## config.mk

```make
export PLATFORM = sky130hd
export DESIGN_NAME = cmd_spi_slave
export DESIGN_NICKNAME = d
export VERILOG_FILES = /design/src/rtl/cmd_spi_slave.sv
export SDC_FILE = /design/constraint.sdc
export NUM_CORES = 1
export LEC_CHECK = 0
export BUFFER_PORTS_ARGS = -buffer_cell sky130_fd_sc_hd__buf_2
export CAP_MARGIN = 0
export CORE_MARGIN = 1
export CORE_UTILIZATION = 56
export CTS_BUF_LIST = sky130_fd_sc_hd__clkbuf_4 sky130_fd_sc_hd__clkbuf_8
export DETAILED_ROUTE_END_ITERATION = 6
export PLACE_DENSITY_LB_ADDON = 0.25
export SYNTH_ARGS = -nofsm -noshare
export SYNTH_HDL_FRONTEND = slang
export SYNTH_SLANG_ARGS = --single-unit
```

## constraint.sdc

```tcl
create_clock -name clk -period 2.9 [get_ports clk]
set_clock_uncertainty 0.2 [all_clocks]
set_input_delay 0.29 -clock clk [delete_from_list [all_inputs] [get_ports clk]]
set_output_delay 0.29 -clock clk [all_outputs]
set_load 0.02 [all_outputs]
```

## src/rtl/cmd_spi_slave.sv

```systemverilog
module cmd_spi_slave #(
  parameter int NREG = 15,
  parameter int PW = 12,
  parameter logic [11:0] DEF_STEP = 12'h111
) (
  input  logic              clk,
  input  logic              rst_n,
  input  logic              cs_n,
  input  logic              sck,
  input  logic              sdi,
  input  logic [15:0]       status_in,
  output logic              sdo,
  output logic              wr_stb,
  output logic [3:0]        wr_addr,
  output logic [NREG*PW-1:0] ctrl_regs
);
  localparam int WW = PW + 4;
  localparam int CW = 5;

  logic [2:0] sck_sy, cs_sy;
  logic [1:0] sdi_sy;
  logic [CW-1:0] bit_cnt;
  logic [WW-1:0] rx_sh, tx_sh;
  logic sdo_r;
  logic [PW-1:0] regs [NREG];

  always_ff @(posedge clk or negedge rst_n)
    if (!rst_n) begin
      sck_sy <= '0;
      cs_sy  <= '1;
      sdi_sy <= '0;
    end else begin
      sck_sy <= {sck_sy[1:0], sck};
      cs_sy  <= {cs_sy[1:0], cs_n};
      sdi_sy <= {sdi_sy[0], sdi};
    end

  wire sck_rise = sck_sy[1] & ~sck_sy[2];
  wire sck_fall = ~sck_sy[1] & sck_sy[2];
  wire cs_q     = cs_sy[1];
  wire cs_fall  = ~cs_sy[1] & cs_sy[2];
  wire cs_rise  = cs_sy[1] & ~cs_sy[2];
  wire [3:0] cmd = rx_sh[WW-1 -: 4];
  wire commit = cs_rise && bit_cnt == CW'(WW) && cmd != 4'd0 && int'(cmd) <= NREG;

  always_ff @(posedge clk or negedge rst_n)
    if (!rst_n) begin
      bit_cnt <= '0;
      rx_sh   <= '0;
      tx_sh   <= '0;
      sdo_r   <= 1'b0;
      wr_stb  <= 1'b0;
      wr_addr <= '0;
    end else begin
      wr_stb <= 1'b0;
      if (cs_q) begin
        bit_cnt <= '0;
        sdo_r   <= 1'b0;
        if (commit) begin
          wr_stb  <= 1'b1;
          wr_addr <= cmd;
        end
      end else if (cs_fall) begin
        bit_cnt <= '0;
        tx_sh   <= status_in;
        sdo_r   <= status_in[WW-1];
      end else begin
        if (sck_rise) begin
          rx_sh <= {rx_sh[WW-2:0], sdi_sy[1]};
          if (bit_cnt != '1) bit_cnt <= bit_cnt + 1'b1;
        end
        if (sck_fall) begin
          tx_sh <= {tx_sh[WW-2:0], 1'b0};
          sdo_r <= tx_sh[WW-2];
        end
      end
    end

  for (genvar k = 1; k <= NREG; k++) begin : g_reg
    always_ff @(posedge clk or negedge rst_n)
      if (!rst_n)
        regs[k-1] <= PW'(k * int'(DEF_STEP));
      else if (commit && cmd == 4'(k))
        regs[k-1] <= rx_sh[PW-1:0];
    assign ctrl_regs[k*PW-1 -: PW] = regs[k-1];
  end

  assign sdo = sdo_r & ~cs_n;
endmodule


```

==> run metrics <==
outcome=completed; Rows=46; fin crit period=2520 ps; first-pass GRT wire length=32,500 um; WP data required=3100 ps; Leak Pwr=5.93 nW; switching share of power=22.8%; Setup Viol. Count Final=0; vias in the first global route=5,820; P&R area growth vs syn=24.9%; Post-Synthesis Cells=570; syn avg cell area=16.3 um2; Pins Over Slew Limit=0; measured slew at the worst slew-check pin=706 ps; crit start category=register; routed len/inst=19.4 um; Ant. Diodes=0; Reg power frac=51.6%; crit path max fanout=20; ys flop type=dfrtp_1; crit path cell chain=or4b_4 > nor4_4 > buf_4 > mux2_2; CTS tree=built; CTS resizes=0; largest net degree at the start of global routing=96; Yosys reg bits=230; PortBufs=206; Ys Warns=0; Yosys top cell area share=35.4%; RSZ-0062 raised after global routing=no; share of layout cells above drive strength 1=75.5%; layout net count=844; final setup margin=378 ps; gr usage total=25.3%; synthesized cell area=9270 um2; Synth cell types=37; Crit. End Element=register; CP Data Arrival Time=2720 ps; clock latency on the worst-skew pair=520 ps; Longest Clk Path Bufs=3; H-tree depth=2; Async SR Flop Fraction=100%; GR Overflow Total=0; core area=16,000 um2; CTS root buf=clkbuf_8; synth top area cells=dfrtp_1 (35%), dfstp_2 (28%), mux2_2 (27%), nor4_4 (1.6%), buf_6 (0.97%); Slew Limit Headroom=52.9%; final hold violation count=0; post-detailed-route count of antenna-violating nets=0; combinational share of power=4.8%; initial antenna violation count=0; WHS=148 ps; IO Pins=207; max layer used=met4; WL final=20,700 um; Metal-1 WL=8210 um; Synthesized Nets=594; TritonCTS Buffers=38; drt pass-1 iters=5; Worst path top cell family by delay=simple AND/OR/NAND/NOR gates; Fillers=1,117; power per cell area=590 nW/um2; starting density of the core=57.9%; worst hold path class=register to register; Peak Freq=397 MHz; clock slew at reported path FFs=60 ps; share of the yosys chip area belonging to registers=63.4%; hold buffers post-CTS=20; Internal=5.27 mW; DR WL met3=1600 um; Setup Buffers After CTS=0; peak supply drop=0.000404 V; slowest cell delay on critical path=680 ps; worst path bufs/invs=1; Placement Setup Slack=386 ps; DR vias=5,634; WL met2=10,500 um; Iter 0 DRT Violations=221; drt drc=0; Post-synth EDFFs=0; Vert. Die Dim=131 um; max_cap viols=0; Util after Layout=72.4%; Die Area=17,100 um2; Final HPWL DP=14,100 um; Clk network pwr share=43.6%; Sink Count=230; slowest stage cell on the critical path=or4b_4; setup TNS=0 ps; critical path class=register to register; Tcrit/Tclk final=87.0%; Die X=131 um; vias per cell=5.29; net switching power=1.56 mW; Routability Congestion=0.783; leading area contributor after synthesis=dfrtp_1
[area by class of cell]
class / count / area (um2) / area share [%]
clock buffers: 65 / 807 / 6.97
clock inverters: 4 / 22.5 / 0.195
inverters: 4 / 15.0 / 0.130
multi-input cells: 297 / 3130 / 27.1
flip-flops and latches: 230 / 5880 / 50.8
well taps: 216 / 270 / 2.33
repair buffers: 249 / 1450 / 12.5
[cells in the mapped netlist, types with 4 or more instances]
cell type / n
dfstp_2: 99
clkbuf_1: 8
nor3_1: 4
a21oi_1: 5
o31a_1: 4
a21o_1: 4
nand2_1: 10
buf_1: 12
mux2_2: 223
inv_1: 4
nor3_2: 8
dfrtp_1: 131
nand2b_1: 4
buf_6: 8
buf_4: 8
nor4_4: 7
[registers in the layout (all words and copies together), names as in the netlist]
| name | flops |
|---|---|
| tx_sh | 15 |
| cs_sy | 3 |
| sdo_r | 1 |
| ctrl_regs | 180 |
| wr_stb | 1 |
| wr_addr | 4 |
| sck_sy | 3 |
| sdi_sy | 2 |
| rx_sh | 16 |
| bit_cnt | 5 |
[metrics by stage]
stage	std cells	cell area (um2)	power [mW]
floorplan	570	9270	3.70
global placement	976	10500	3.86
detailed placement	976	10500	3.89
CTS	1065	11600	6.91
global route	1065	11600	7.11
finish	1065	11600	6.83
[kinds of logic (layout without fill, tap and decap cells)]
group                    count (synthesis)  after routing  synth area share, %
XOR/XNOR                                 1              1               0.0945
AO/OA/AOI/OAI                           17             17                 1.26
multiplexers                           224            224                 27.2
buffers and inverters                   43            322                 2.75
flip-flops                             230            230                 63.4
adder cells (fa/ha/maj)                  3              3                0.405
AND/OR/NAND/NOR                         52             52                 4.82
[power by group through the flow]
stage | sequential [mW] | combinational (mW) | clock, mW
detailed placement | 3.58 | 0.309 | 0
CTS | 3.53 | 0.332 | 3.05
global route | 3.55 | 0.367 | 3.19
global placement | 3.57 | 0.293 | 0
floorplan | 3.45 | 0.246 | 0
finish | 3.53 | 0.325 | 2.98
[layer usage]
layer,vias up,track usage [%]
met1,2884,31.5
met2,192,42.4
met3,34,8.18
met4,0,7.03
li1,2524,-
met5,-,0
[final timing paths]
kind,start,to,slack (ps),cells after the start
worst max register to register,cs_sy[1],ctrl_regs[55],380,4
min in group asynchronous,rst_n,ctrl_regs[6],220,2
worst min register to register,sck_sy[0],sck_sy[1],150,0
worst max-delay path,cs_sy[1],ctrl_regs[55],380,4
worst min-delay path,sck_sy[0],sck_sy[1],150,0
max in group asynchronous,rst_n,ctrl_regs[58],1480,3
[layout by cell type (no fill, tap or decap), types with 2 or more instances in the layout]
cell type,n
buf_2,205
dfrtp_1,131
o31a_1,4
clkbuf_8,51
a21oi_1,5
a21o_1,4
nand2_1,10
buf_4,20
ha_1,3
nor2b_1,2
dfstp_2,99
buf_12,3
clkinv_2,3
nor3_2,8
nand2b_1,4
inv_1,4
nor3_1,4
dlygate4sd3_1,20
clkbuf_4,14
mux2_2,223
o21ai_0,2
or2_2,3
nor2_1,3
nor4_4,7
No activity file was read; power rests on OpenSTA's default activity.
